### src/rtl/mdio_mgmt_pkg.sv
package mdio_mgmt_pkg;

    localparam int FRAME_BITS    = 64;
    localparam int RD_DRIVE_BITS = 46;  // bits the master drives during a read
    localparam int TA_LOW_IDX    = 47;  // second turnaround bit, PHY drives 0
    localparam int DATA_IDX      = 48;  // first data bit of the frame
    localparam int WORD_W        = 32;
    localparam int DATA_W        = 16;
    localparam int ADDR_W        = 5;

    typedef struct packed {
        logic              is_read;
        logic [ADDR_W-1:0] regad;
        logic [ADDR_W-1:0] phy;
        logic [DATA_W-1:0] data;
    } mdio_cmd_t;

    typedef enum logic {ENG_IDLE, ENG_SHIFT} eng_state_t;

    function automatic mdio_cmd_t unpack_cmd(input logic [WORD_W-1:0] w);
        mdio_cmd_t c;
        c.data    = w[15:0];
        c.phy     = w[20:16];
        c.regad   = w[25:21];
        c.is_read = w[26];
        return c;
    endfunction

    function automatic logic [WORD_W-1:0] pack_status(input mdio_cmd_t c,
                                                      input logic valid,
                                                      input logic busy);
        return {3'b000, busy, valid, c.is_read, c.regad, c.phy, c.data};
    endfunction

    function automatic logic [FRAME_BITS-1:0] build_frame(input mdio_cmd_t c);
        logic [1:0]        op;
        logic [DATA_W-1:0] payload;
        op      = c.is_read ? 2'b10 : 2'b01;
        payload = c.is_read ? {DATA_W{1'b1}} : c.data;
        return {32'hFFFF_FFFF, 2'b01, op, c.phy, c.regad, 2'b10, payload};
    endfunction

endpackage

### src/rtl/mdc_tick_gen.sv
module mdc_tick_gen #(
    parameter int HALF_DIV = 2
) (
    input  logic clk,
    input  logic rst,
    input  logic en,
    output logic mdc,
    output logic rise_now,
    output logic fall_now
);
    localparam int CW = (HALF_DIV > 1) ? $clog2(HALF_DIV) : 1;
    localparam logic [CW-1:0] LAST = CW'(HALF_DIV - 1);

    logic [CW-1:0] cnt;
    logic          wrap;

    assign wrap     = en && (cnt == LAST);
    assign rise_now = wrap && !mdc;
    assign fall_now = wrap && mdc;

    always_ff @(posedge clk) begin
        if (rst || !en) begin
            cnt <= '0;
            mdc <= 1'b0;
        end else if (wrap) begin
            cnt <= '0;
            mdc <= ~mdc;
        end else begin
            cnt <= cnt + 1'b1;
        end
    end
endmodule

### src/rtl/mdio_frame_engine.sv
module mdio_frame_engine
    import mdio_mgmt_pkg::*;
(
    input  logic              clk,
    input  logic              rst,
    input  logic              start,
    input  mdio_cmd_t         cmd,
    input  logic              rise_now,
    input  logic              fall_now,
    input  logic              mdio_i,
    output logic              active,
    output logic              mdio_o,
    output logic              mdio_oe,
    output logic              done,
    output logic              ta_ok,
    output logic [DATA_W-1:0] rd_data
);
    localparam int IW = $clog2(FRAME_BITS);
    localparam logic [IW-1:0] LAST_IDX  = IW'(FRAME_BITS - 1);
    localparam logic [IW-1:0] DRV_LIMIT = IW'(RD_DRIVE_BITS);
    localparam logic [IW-1:0] TA_IDX    = IW'(TA_LOW_IDX);
    localparam logic [IW-1:0] D_IDX     = IW'(DATA_IDX);

    eng_state_t            state;
    logic [FRAME_BITS-1:0] shreg;
    logic [IW-1:0]         idx;
    logic                  is_rd;

    assign active  = (state == ENG_SHIFT);
    assign mdio_o  = active && shreg[FRAME_BITS-1];
    assign mdio_oe = active && (!is_rd || (idx < DRV_LIMIT));

    always_ff @(posedge clk) begin
        done <= 1'b0;
        if (rst) begin
            state   <= ENG_IDLE;
            shreg   <= '0;
            idx     <= '0;
            is_rd   <= 1'b0;
            ta_ok   <= 1'b0;
            rd_data <= '0;
        end else if (state == ENG_IDLE) begin
            if (start) begin
                shreg <= build_frame(cmd);
                idx   <= '0;
                is_rd <= cmd.is_read;
                ta_ok <= 1'b0;
                state <= ENG_SHIFT;
            end
        end else begin
            if (rise_now) begin
                if (idx == TA_IDX)
                    ta_ok <= !mdio_i;
                if (idx >= D_IDX)
                    rd_data <= {rd_data[DATA_W-2:0], mdio_i};
            end
            if (fall_now) begin
                shreg <= {shreg[FRAME_BITS-2:0], 1'b1};
                if (idx == LAST_IDX) begin
                    state <= ENG_IDLE;
                    done  <= 1'b1;
                end else begin
                    idx <= idx + 1'b1;
                end
            end
        end
    end
endmodule

### src/rtl/mdio_c22_master.sv
module mdio_c22_master
    import mdio_mgmt_pkg::*;
#(
    parameter int MDC_HALF_DIV = 2
) (
    input  logic        clk,
    input  logic        rst,
    input  logic        reg_wr,
    input  logic [31:0] reg_wdata,
    output logic [31:0] reg_rdata,
    output logic        mdc,
    input  logic        mdio_i,
    output logic        mdio_o,
    output logic        mdio_oe
);
    mdio_cmd_t         cmd_q;
    mdio_cmd_t         cmd_new;
    logic              busy_q;
    logic              valid_q;
    logic              accept;
    logic              eng_active;
    logic              eng_done;
    logic              eng_ta_ok;
    logic [DATA_W-1:0] eng_rd;
    logic              rise_now;
    logic              fall_now;
    logic              unused_hi;

    assign unused_hi = ^reg_wdata[31:27];
    assign cmd_new   = unpack_cmd(reg_wdata);
    assign accept    = reg_wr && !busy_q;
    assign reg_rdata = pack_status(cmd_q, valid_q, busy_q);

    always_ff @(posedge clk) begin
        if (rst) begin
            cmd_q   <= '0;
            busy_q  <= 1'b0;
            valid_q <= 1'b0;
        end else if (accept) begin
            cmd_q   <= cmd_new;
            busy_q  <= 1'b1;
            valid_q <= 1'b0;
        end else if (eng_done) begin
            busy_q <= 1'b0;
            if (cmd_q.is_read && eng_ta_ok) begin
                valid_q    <= 1'b1;
                cmd_q.data <= eng_rd;
            end
        end
    end

    mdc_tick_gen #(
        .HALF_DIV (MDC_HALF_DIV)
    ) u_clkdiv (
        .clk      (clk),
        .rst      (rst),
        .en       (eng_active),
        .mdc      (mdc),
        .rise_now (rise_now),
        .fall_now (fall_now)
    );

    mdio_frame_engine u_eng (
        .clk      (clk),
        .rst      (rst),
        .start    (accept),
        .cmd      (cmd_new),
        .rise_now (rise_now),
        .fall_now (fall_now),
        .mdio_i   (mdio_i),
        .active   (eng_active),
        .mdio_o   (mdio_o),
        .mdio_oe  (mdio_oe),
        .done     (eng_done),
        .ta_ok    (eng_ta_ok),
        .rd_data  (eng_rd)
    );
endmodule

### config.mk
export PLATFORM = sky130hd
export DESIGN_NAME = mdio_c22_master
export DESIGN_NICKNAME = d
export VERILOG_FILES = /design/src/rtl/mdio_mgmt_pkg.sv /design/src/rtl/mdc_tick_gen.sv /design/src/rtl/mdio_frame_engine.sv /design/src/rtl/mdio_c22_master.sv
export SDC_FILE = /design/constraint.sdc
export NUM_CORES = 1
export LEC_CHECK = 0
export BUFFER_PORTS_ARGS = -buffer_cell sky130_fd_sc_hd__buf_2
export CAP_MARGIN = 15
export CORE_UTILIZATION = 40
export DETAILED_ROUTE_END_ITERATION = 8
export HOLD_SLACK_MARGIN = 0.15
export PLACE_DENSITY = 0.64
export SLEW_MARGIN = 20
export SYNTH_ARGS = -nofsm -noshare
export SYNTH_HDL_FRONTEND = slang
export SYNTH_SLANG_ARGS = --single-unit
### constraint.sdc
create_clock -name clk -period 3.45 [get_ports clk]
set_input_delay 0.69 -clock clk [delete_from_list [all_inputs] [get_ports clk]]
set_output_delay 0.69 -clock clk [all_outputs]
set_load 0.005 [all_outputs]
### Word level (Yosys, flattened, before mapping)

Index checks and enable logic that the tools add are counted.
W data, S select, Z words.

* logic and storage cells: 78
* bits in registers: 121

* $lt $le $gt $ge: 2
* $add $sub $neg: 2
* multiplexer cells: 23
* reduce and logical (&&, ||, !) cells: 27
* eq/ne operators: 6
* bitwise logic cells: 3

Operator list (count)
* $mux W64: 3
* $mux W16: 4
* $mux W6: 4
* $eq A6 B6 Y1 const B: 2
* $mux W1: 11
* $reduce_and A3 Y1: 3
* $ne A2 B2 Y1 const B: 4
* $reduce_and A2 Y1: 4
* $logic_and A1 B1 Y1: 7
* $add A6 B1 Y6 const B: 1
* $ge A6 B6 Y1 const B: 1
* $lt A6 B6 Y1 const B: 1
* $reduce_bool A2 Y1: 3
* $logic_not A1 Y1: 5
* $reduce_or A2 Y1: 2
* $not A1 Y1: 3
* $reduce_or A3 Y1: 1
* $logic_or A1 B1 Y1: 2
* $mux W2: 1
* $add A1 B1 Y1 const B: 1

### Longest topological paths before layout

Gate-level depths: netlist of run 1.

* word-level depth: 4
* gate-level depth with buffers: 6
* gate-level depth less buffers: 4

### By module

Synthesis of run 1 repeated with hierarchy kept, for this count alone.

* cell total of the unflattened synthesis: 567
* area, all modules: 5009.8 um^2

Modules (own cells, without submodules)
* mdio_frame_engine: area an instance 3621.0 um^2, cells each 406, instances 1
* mdio_c22_master: area an instance 1311.3 um^2, cells each 152, instances 1
* mdc_tick_gen: area an instance 77.6 um^2, cells each 9, instances 1

### Worst setup path before layout of run 1

No wires, ideal clock.

* path kind: register -> output
* from: reg u_eng.state (netlist: u_eng.active)
* to: out mdio_oe
* data arrival time: 1.109 ns
* stages on the path, launching flop included: 5
* required time: 2.760 ns
* path slack: 1.651 ns
* buffers on the path: 2
* cells stage by stage: dfxtp_1 buf_4 clkinv_1 clkbuf_1 a31oi_1

* longest elaborated chain between the ends: 1

Ends and longest elaborated chain
* from (decl): RTL line mdio_frame_engine.sv:24 `eng_state_t state;`
* from (signal assigned): RTL line mdio_frame_engine.sv:36 `state <= ENG_IDLE;`
* from (signal assigned): RTL line mdio_frame_engine.sv:48 `state <= ENG_SHIFT;`
* from (signal assigned): RTL line mdio_frame_engine.sv:60 `state <= ENG_IDLE;`
* $logic_and A1 B1 Y1: RTL line mdio_frame_engine.sv:31 `assign mdio_oe = active && (!is_rd || (idx < DRV_LIMIT));`
* to (decl): RTL line mdio_c22_master.sv:14 `output logic mdio_oe`

Every way passes these cells.

### Worst setup path in the final report of run 1

* from: reg u_eng.state (netlist: u_eng.active)
* to: out mdio_o

* longest elaborated chain between the ends: 1

Ends and longest elaborated chain
* $logic_and A1 B1 Y1: RTL line mdio_frame_engine.sv:30 `assign mdio_o = active && shreg[FRAME_BITS-1];`
* to (decl): RTL line mdio_c22_master.sv:13 `output logic mdio_o,`

Every way passes these cells.

==> results of run 1 <==
per-layer routing:
| layer | GRT usage [%] | up-vias |
|---|---|---|
| li1 | - | 2025 |
| met5 | 0 | - |
| met4 | 8.33 | 0 |
| met3 | 5.41 | 16 |
| met2 | 28.8 | 91 |
| met1 | 24.1 | 1961 |
how the worst min path moves through the flow:
stage / from / to / slack [ns] / cells after the start
after floorplan: u_eng.shreg[30] / u_eng.shreg[31] / 0.43 / 2
after global placement: reg_rdata[17] / reg_rdata[17] / 0.44 / 2
after detailed placement: reg_rdata[23] / reg_rdata[23] / 0.45 / 2
after CTS: reg_rdata[23] / reg_rdata[23] / 0.45 / 2
after global routing: reg_rdata[18] / reg_rdata[18] / 0.48 / 2
final: reg_rdata[18] / reg_rdata[18] / 0.45 / 2
metrics by stage:
step                      utilization [%]  total power, W
after floorplan                         -         0.00178
after global placement               43.6         0.00186
after detailed placement             43.6         0.00187
after CTS                            48.5         0.00364
after global routing                 48.5         0.00376
final                                48.5         0.00361
critical path, delay by kind of cell, from the launching register on:
family	cells	cell delay, ns
buffers and inverters	2	0.54
flip-flops	1	0.68
AND/OR/NAND/NOR	1	0.21
state kept, by name, summed over array words and instances (netlist names):
| signal | count |
|---|---|
| busy_q | 1 |
| u_eng.is_rd | 1 |
| u_eng.idx | 6 |
| u_eng.ta_ok | 1 |
| u_eng.shreg | 64 |
| u_eng.active | 1 |
| u_eng.done | 1 |
| reg_rdata | 27 |
| u_eng.rd_data | 16 |
| valid_q | 1 |
| u_clkdiv.mdc | 1 |
| u_clkdiv.cnt | 1 |
layout make-up:
type	count	area, µm²	area share [%]
flip-flops and latches	121	2420	41.5
inverters	3	11.3	0.193
clock inverters	9	123	2.10
clock buffers	22	464	7.96
repair buffers	73	393	6.74
well taps	147	184	3.15
multi-input cells	340	2230	38.3
layout by cell type, fill, tap and decap left out, drive strengths merged, types with 2 or more instances in the layout:
cell type and instances:
conb 3, mux2 3, o221a 34, clkbuf 22, nor2 20, inv 2
dfxtp 121, nor2b 3, clkinv 6, and3 5, a21oi 52, a211oi 26
mux2i 26, nor3 14, nand2 35, or3 15, nor4 3, bufinv 3
buf 73, o221ai 16, o21ai 17, and2 2, nand3 43, nand2b 5
or4 2, a311oi 2, a31oi 2
cells by family after synthesis:
logic type               after synthesis  synth area share (%)
AND/OR/NAND/NOR                      152                  15.3
flip-flops                           121                  49.0
XOR/XNOR                               1                 0.177
other                                  1                0.0759
multiplexers                          29                  5.95
adder cells (fa/ha/maj)                1                 0.253
AO/OA/AOI/OAI                        154                  23.0
buffers and inverters                 63                  6.23
power breakdown:
| part | leakage, nW | switching, W | internal [W] |
|---|---|---|---|
| registers | 0.994 | 0.0000549 | 0.00149 |
| logic | 1.04 | 0.000164 | 0.000136 |
| clock network | 0.290 | 0.000602 | 0.00116 |
| total | 2.32 | 0.000821 | 0.00279 |
==> results.md, run 1 <==
* Status: finished clean
* Cell Rows at 40
* Slowest CP cell: dfxtp_1
* Setup TNS at 0 ns
* Crit Path Category: reg2out
* Port Buf Inserts at 62
* Final GP Congestion at 0.869
* Dpl ws at 1.11 ns
* Synthesized instance count at 522
* Post-route ant nets at 0
* CTS H-Tree Depth at 4
* Dpl cells at 684
* Grt ovf at 0
* Pins Over Slew Limit at 0
* Synth area leaders: dfxtp_1 49%, o221a_2 7.5%, a21oi_1 5.3%
* Slew @ Worst Pin at 1.03 ns
* Met2 Wirelength at 5150 µm
* Area leader, netlist: dfxtp_1
* Final setup violation count at 0
* Ant. Diodes at 0
* Die area at 12800 µm²
* RR Endpoint: u_eng.shreg[53]
* Netlist cell types at 44
* Required @ worst endpoint at 2.76 ns
* Top Layer Used: met4
* CTS tree: built
* Die X at 113 µm
* Worst Setup EP: mdio_o
* Top-area cell type share of the netlist area at 49.0%
* Register area share after synthesis at 49.0%
* Synthesis-to-layout area growth at 17.9%
* Layout cells sized above 1 at 24.8%
* Vias in the first global route at 3809
* FF-to-FF setup slack at 1.08 ns
* YS warnings at 0
* CP startpoint kind: register
* DRC at 0
* Largest net degree at the start of global routing at 54
* Post-DR vias/cell at 5.72
* Number of cells upsized or downsized after cts at 0
* CP max FO at 24
* Fin nets at 593
* Worst Clk Skew at 0.00495 ns
* Top Ports at 71
* Post-CTS setup buffers at 0
* DR pass1 iterations at 4
* Most common cell in the synthesized netlist: dfxtp_1
* Core Footprint at 12000 µm²
* Number of flops mapped to enable cells by yosys at 0
* Final WL at 11400 µm
* Syn avg cell area at 9.47 µm²
* CTS Hold Bufs at 0
* Die Ht at 113 µm
* Mapped Area at 4940 µm²
* Routed length on met3 at 584 µm
* Starting density of the core at 41.2%
* Worst-case clock buffer depth at 2
* 1st-iter DRT viols at 257
* Clock root buffer: clkbuf_16
* Worst skew pair latency at 0.41 ns
* Reg2Reg Depth at 4
* Setup crit end kind: output port
* Total track usage at 18.6%
* Reg2reg start: u_eng.active
* Period utilization at 73.5%
* Fin. Hold Viols at 0
* Initial antenna violation count at 0
* Critical Path AT at 1.85 ns
* Fmax achieved at 394 MHz
* PD cells at 619 nW/µm²
* Post-place instance area at 5240 µm²
* Max incr delay on CP at 0.68 ns
* Clk slew on worst S/H paths at 0.05 ns
* Synth Register Bits at 121
* RSZ-0062 raised after global routing: no
* M1 wire length at 5450 µm
* Final Cell Area at 5830 µm²
* Clock sinks at 121
* Wire length per cell at 15.9 µm
* Final WS setup at 0.915 ns
* Fin crit period at 2.54 ns
* Hold Crit Class: reg2reg
* Hold Worst Slack at 0.454 ns
* Maximum VDD drop at 0.000356 V
* Beginning of the critical path: u_eng.active
* First-pass GRT wire length at 18800 µm
* Synth top cells by count: 121 x dfxtp_1, 52 x a21oi_1, 43 x nand3_1
* Top_reg_cell synth: dfxtp_1
* Relative slew slack at 30.8%
* Async SR Flop Fraction at 0%
* FILL cells at 1121
* CP cell instances: buf_4, and2_1, buf_2
* Max cap viols at 0
* Vias at 4093
* Post-route insts no fill at 715
* Total CTS buffers at 17
* Post-DP HPWL at 7060 µm
* Leakage at 2.32 nW
No activity file was read; power rests on OpenSTA's default activity.
==> inputs of run 2 (changes only) <==
--- a/config.mk
+++ b/config.mk
@@ -10,7 +10,7 @@
 export CORE_UTILIZATION = 40
 export DETAILED_ROUTE_END_ITERATION = 8
 export HOLD_SLACK_MARGIN = 0.15
-export PLACE_DENSITY = 0.64
+export PLACE_DENSITY = 0.66
 export SLEW_MARGIN = 20
 export SYNTH_ARGS = -nofsm -noshare
 export SYNTH_HDL_FRONTEND = slang
==> constraint.sdc (replaced) <==
create_clock -name clk -period 2.3 [get_ports clk]
set_input_delay 0.46 -clock clk [delete_from_list [all_inputs] [get_ports clk]]
set_output_delay 0.46 -clock clk [all_outputs]
set_load 0.005 [all_outputs]
==> results.md, run 2 (synthesis gave the netlist of run 1 again) <==
* Reg2Reg Depth at 4 (unchanged)
* Reg2reg start: busy_q (was u_eng.active)
* Clock root buffer: clkbuf_16 (unchanged)
* RR Endpoint: u_eng.shreg[59] (was u_eng.shreg[53])
* Port Buf Inserts at 62 (unchanged)
* HP Start: reg_wdata[23] (was reg_rdata[18])
* CP startpoint kind: register (unchanged)
* PD cells at 917 nW/µm² (was 619 nW/µm²)
* Vias in the first global route at 3809 (unchanged)
* Commonest non-fill, non-tap cell in the layout: dfxtp_1 (unchanged)
* Ant. Diodes at 0 (unchanged)
* Fin crit period at 2.08 ns
* Setup crit end kind: output port (unchanged)
* Relative slew slack at 57.7% (was 30.8%)
* Post-route ant nets at 0 (unchanged)
* Wire length per cell at 16.0 µm (was 15.9 µm)
* CTS Hold Bufs at 0 (unchanged)
* Worst path top cell family by delay: buffers and inverters (was flip-flops)
* Required @ worst endpoint at 1.84 ns (was 2.76 ns)
* Worst hold path endpoint: reg_rdata[23] (was reg_rdata[18])
* Post-DP HPWL at 7420 µm (was 7060 µm)
* Top Ports at 71 (unchanged)
* 1st-iter DRT viols at 237 (was 257)
* Final GP Congestion at 0.846 (was 0.869)
* Slowest CP cell: dfxtp_1 (unchanged)
* Clk slew on worst S/H paths at 0.05 ns (about the same)
* Starting density of the core at 41.2% (unchanged)
* DR pass1 iterations at 4 (unchanged)
* Max incr delay on CP at 0.44 ns (was 0.68 ns)
* Slew @ Worst Pin at 0.635 ns (was 1.03 ns)
* Crit Path Category: reg2out (unchanged)
* Leakage at 2.35 nW (was 2.32 nW)
* Final setup violation count at 0 (unchanged)
* Most frequent cells in the layout: 121 x dfxtp_1, 62 x buf_2, 52 x a21oi_1, 42 x nand3_1, 34 x nand2_1 (unchanged)
* FF-to-FF setup slack at 0.50 ns (was 1.08 ns)
* FILL cells at 1143 (was 1121)
* Number of cells upsized or downsized after cts at 0 (unchanged)
* Largest Register: u_eng.shreg (unchanged)
* Initial antenna violation count at 0 (unchanged)
* Fin. Hold Viols at 0 (unchanged)
* Die X at 113 µm (unchanged)
* Period utilization at 90.3%
* Hold Crit Class: in2reg (was reg2reg)
* Die area at 12800 µm² (unchanged)
* Fin nets at 600 (was 593)
* Critical Path AT at 1.62 ns (was 1.85 ns)
* Maximum VDD drop at 0.000610 V (was 0.000356 V)
* Vias at 4176 (was 4093)
* Worst skew pair latency at 0.42 ns (was 0.41 ns)
* Clock sinks at 121 (unchanged)
* RSZ-0062 raised after global routing: no (unchanged)
* Post-route insts no fill at 721 (was 715)
* Max FFs per register at 64 (unchanged)
* Final WL at 11600 µm (was 11400 µm)
* Pins Over Slew Limit at 0 (unchanged)
* Post-CTS setup buffers at 0 (unchanged)
* Status: finished clean (unchanged)
* Fmax achieved at 482 MHz
* CTS H-Tree Depth at 4 (unchanged)
* Die Ht at 113 µm (unchanged)
* Hold Worst Slack at 0.293 ns (was 0.454 ns)
* Grt ovf at 0 (unchanged)
* CP cell instances: clkinv_1, buf_4, a31oi_1, buf_2 (was buf_4, and2_1, buf_2)
* Core Footprint at 12000 µm² (unchanged)
* Post-DR vias/cell at 5.79 (was 5.72)
* Synthesis-to-layout area growth at 18.7% (was 17.9%)
* CP Buf/Inv Count at 3 (was 2)
* Setup TNS at 0 ns (unchanged)
* Worst-case clock buffer depth at 2 (unchanged)
* Total track usage at 19.0% (was 18.6%)
* Total CTS buffers at 17 (unchanged)
* Layout cells sized above 1 at 25.6% (was 24.8%)
* DRC at 0 (unchanged)
* First-pass GRT wire length at 18900 µm (was 18800 µm)
* Worst hold path depth at 3 (was 2)
* Cell Rows at 40 (unchanged)
* Max cap viols at 0 (unchanged)
* CP max FO at 17 (was 24)
* Dpl cells at 691 (was 684)
* Worst Clk Skew at 0.00652 ns (was 0.00495 ns)
* Largest net degree at the start of global routing at 55 (was 54)
* CTS tree: built (unchanged)
==> run 2: cell count changes in the layout (fill, tap and decap cells not counted) <==
cell      change
clkinv_2      +1
buf_4         +7
nor2b_1       +1
clkbuf_8      -1
nor2b_2       -1
clkbuf_1      -1
==> run 2: cell type report <==
cell class | count | area [µm²] | area share [%]
Sequential cell | 121 | 2420 | 41.3
Inverter | 3 | 11.3 | 0.192
Clock buffer | 20 | 447 | 7.61
Clock inverter | 10 | 128 | 2.17
Timing Repair Buffer | 80 | 445 | 7.59
Multi-Input combinational cell | 340 | 2230 | 38.0
Tap cell | 147 | 184 | 3.13
==> run 2: how the worst max path moves through the flow <==
| stage | slack [ns] | depth (start not counted) | to | startpoint |
|---|---|---|---|---|
| after global placement | 0.40 | 5 | u_eng.shreg[58] | reg_wr |
| after detailed placement | 0.36 | 5 | u_eng.shreg[49] | reg_wr |
| after CTS | 0.21 | 4 | mdio_oe | u_eng.active |
| after global routing | 0.12 | 4 | mdio_oe | u_eng.active |
| after floorplan | 0.73 | 4 | mdio_oe | u_eng.active |
| final | 0.22 | 4 | mdio_oe | u_eng.active |
==> run 2: per-stage QoR <==
stage                     cell area, µm²  worst slack (ns)  util [%]  total power [W]
after floorplan                     4950             0.731         -          0.00267
after global placement              5290             0.402      44.1          0.00280
after detailed placement            5290             0.361      44.1          0.00282
after CTS                           5870             0.210      48.9          0.00544
after global routing                5870             0.123      48.9          0.00560
final                               5870             0.223      48.9          0.00538
==> run 2: per-layer routing <==
layer | vias to the layer above | routed length (µm) | track usage, %
met5 | - | 0 | 0
met4 | 0 | 328 | 11.0
met3 | 25 | 518 | 5.78
met2 | 113 | 5270 | 27.5
met1 | 2004 | 5450 | 24.9
li1 | 2034 | - | -
==> run 2: report_power, final <==
part	internal, W	switching, W
clock network	0.00170	0.000899
logic	0.000211	0.000252
registers	0.00224	0.0000794
total	0.00415	0.00123
==> run 2: worst register-to-register path, delay by kind of cell (launching register included) <==
kind,cells,cell delay (ns)
compound gates,1,0.31
buf+inv,1,0.39
flops,1,0.35
simple gates,2,0.68
==> inputs of run 3 (changes only) <==
--- a/config.mk
+++ b/config.mk
@@ -7,8 +7,10 @@
 export LEC_CHECK = 0
 export BUFFER_PORTS_ARGS = -buffer_cell sky130_fd_sc_hd__buf_2
 export CAP_MARGIN = 15
+export CORE_MARGIN = 4
 export CORE_UTILIZATION = 40
 export DETAILED_ROUTE_END_ITERATION = 8
+export GPL_ROUTABILITY_DRIVEN = 0
 export HOLD_SLACK_MARGIN = 0.15
 export PLACE_DENSITY = 0.66
 export SLEW_MARGIN = 20
==> results.md, run 3 (synthesis gave the netlist of run 1 again) <==
* Status: finished clean (unchanged)
* Fin util at 48.9% (about the same)
* FF-to-FF setup slack at 0.51 ns (was 0.50 ns)
* Number of cells upsized or downsized after cts at 0 (unchanged)
* Core Footprint at 12100 µm² (was 12000 µm²)
* Worst-case clock buffer depth at 2 (unchanged)
* Fin crit period at 1.97 ns (was 2.08 ns)
* Post-CTS setup buffers at 0 (unchanged)
* Wire length per cell at 15.7 µm (was 16.0 µm)
* Fin. Hold Viols at 0 (unchanged)
* Sw Share at 24.7% (was 22.9%)
* Starting density of the core at 41.0% (was 41.2%)
* Top Ports at 71 (unchanged)
* Reg2Reg Depth at 5 (was 4)
* Total track usage at 17.1% (was 19.0%)
* Worst skew pair latency at 0.41 ns (was 0.42 ns)
* Comb power frac at 8.8% (was 8.6%)
* Max FFs per register at 64 (unchanged)
* Final setup violation count at 0 (unchanged)
* Largest net degree at the start of global routing at 56 (was 55)
* FILL cells at 1093 (was 1143)
* Port Buf Inserts at 62 (unchanged)
* Ant. Diodes at 0 (unchanged)
* Final Cell Area at 5900 µm² (was 5870 µm²)
* Clock power frac at 47.5% (was 48.3%)
* Largest Register: u_eng.shreg (unchanged)
* Most frequent cells in the layout: 121 x dfxtp_1, 62 x buf_2, 52 x a21oi_1, 42 x nand3_1, 34 x nand2_1 (unchanged)
* Fmax achieved at 508 MHz (was 482 MHz)
* Vias in the first global route at 3938 (was 3809)
* CTS H-Tree Depth at 4 (unchanged)
* Worst Clk Skew at 0.00633 ns (was 0.00652 ns)
* Post-route ant nets at 0 (unchanged)
* Maximum VDD drop at 0.000526 V (was 0.000610 V)
* Hold Crit Class: in2reg (unchanged)
* DRC at 0 (unchanged)
* PD cells at 899 nW/µm² (was 917 nW/µm²)
* First-pass GRT wire length at 19900 µm (was 18900 µm)
* Post-DR vias/cell at 5.57 (was 5.79)
* Setup TNS at 0 ns (unchanged)
* Period utilization at 85.6% (was 90.3%)
* Setup crit end kind: output port (unchanged)
* Total CTS buffers at 17 (unchanged)
* Die X at 119 µm (was 113 µm)
* Clock root buffer: clkbuf_16 (unchanged)
* Clock sinks at 121 (unchanged)
* Max cap viols at 0 (unchanged)
* Slew @ Worst Pin at 0.643 ns (was 0.635 ns)
* CTS tree: built (unchanged)
* CP startpoint kind: register (unchanged)
* Fin nets at 599 (was 600)
* Vias at 4138 (was 4176)
* CTS Hold Bufs at 0 (unchanged)
* Critical Path AT at 1.51 ns (was 1.62 ns)
* Commonest non-fill, non-tap cell in the layout: dfxtp_1 (unchanged)
* Cell Rows at 40 (unchanged)
* Crit Path Category: reg2out (unchanged)
* Synthesis-to-layout area growth at 19.3% (was 18.7%)
* Relative slew slack at 57.1% (was 57.7%)
* 1st-iter DRT viols at 268 (was 237)
* CP max FO at 17 (unchanged)
* Flop pwr share at 43.7% (was 43.1%)
* DR pass1 iterations at 5 (was 4)
* Die area at 14200 µm² (was 12800 µm²)
* Int Power at 0.00400 W (was 0.00415 W)
* Final WL at 11700 µm (was 11600 µm)
* RSZ-0062 raised after global routing: no (unchanged)
* Initial antenna violation count at 0 (unchanged)
* Clk slew on worst S/H paths at 0.06 ns (was 0.05 ns)
* Grt ovf at 0 (unchanged)
* Leakage at 2.33 nW (was 2.35 nW)
* Post-place instance area at 5330 µm² (was 5290 µm²)
* Pins Over Slew Limit at 0 (unchanged)
* Psw at 0.00131 W (was 0.00123 W)
* Layout cells sized above 1 at 26.1% (was 25.6%)
* Required @ worst endpoint at 1.84 ns (about the same)
* Worst hold path depth at 3 (unchanged)
* Post-DP HPWL at 7560 µm (was 7420 µm)
* Die Ht at 119 µm (was 113 µm)
[run 3: cell types whose count changed in the layout (fill, tap and decap cells not counted), moves of 2 or more]
| cell | before | now |
|---|---|---|
| clkbuf_1 | 2 | 0 |
| bufinv_16 | 3 | 1 |
| clkinvlp_4 | 1 | 6 |
| clkinv_2 | 6 | 2 |
| inv_6 | 0 | 3 |
| buf_4 | 18 | 16 |
[run 3: final timing paths]
kind	from	end
worst max-delay path	u_eng.active	mdio_oe
worst min-delay path	reg_wdata[17]	reg_rdata[17]
worst max register to register	u_eng.active	u_eng.idx[2]
worst min register to register	reg_rdata[23]	reg_rdata[23]
[run 3: metrics by stage]
stage	total power (W)	setup slack (ns)	std cells	hold slack, ns
after floorplan	0.00267	0.731	524	0.432
after global placement	0.00281	0.516	711	0.440
after detailed placement	0.00283	0.480	711	0.448
after CTS	0.00536	0.332	743	0.281
after global routing	0.00552	0.210	743	0.289
final	0.00530	0.332	743	0.296
[run 3: per-layer routing]
| layer | global-route usage (%) | part of all wire (%) | vias up |
|---|---|---|---|
| met5 | 0 | 0 | - |
| met4 | 6.59 | 1.7 | 0 |
| met3 | 5.22 | 4.1 | 16 |
| met2 | 25.4 | 47 | 98 |
| met1 | 23.2 | 48 | 1991 |
| li1 | - | - | 2033 |
[run 3: critical path, stage by stage (launching register included)]
cell,delay (ns)
dfxtp_1,0.39
clkinv_1,0.08
buf_4,0.19
a31oi_1,0.25
buf_2,0.18
[run 3: final cells by class]
type | instances | area (µm²) | share of cell area, %
Sequential cell | 121 | 2420 | 41.1
Multi-Input combinational cell | 340 | 2230 | 37.8
Clock buffer | 19 | 453 | 7.68
Timing Repair Buffer | 79 | 450 | 7.64
Tap cell | 168 | 210 | 3.56
Clock inverter | 13 | 120 | 2.04
Inverter | 3 | 11.3 | 0.191
[run 3: power by group through the flow]
| stage | logic, W | clock network (W) | registers, W |
|---|---|---|---|
| floorplan | 0.000328 | 0 | 0.00234 |
| global placement | 0.000453 | 0 | 0.00235 |
| detailed placement | 0.000468 | 0 | 0.00236 |
| CTS | 0.000468 | 0.00257 | 0.00232 |
| global route | 0.000519 | 0.00266 | 0.00233 |
| finish | 0.000465 | 0.00252 | 0.00232 |
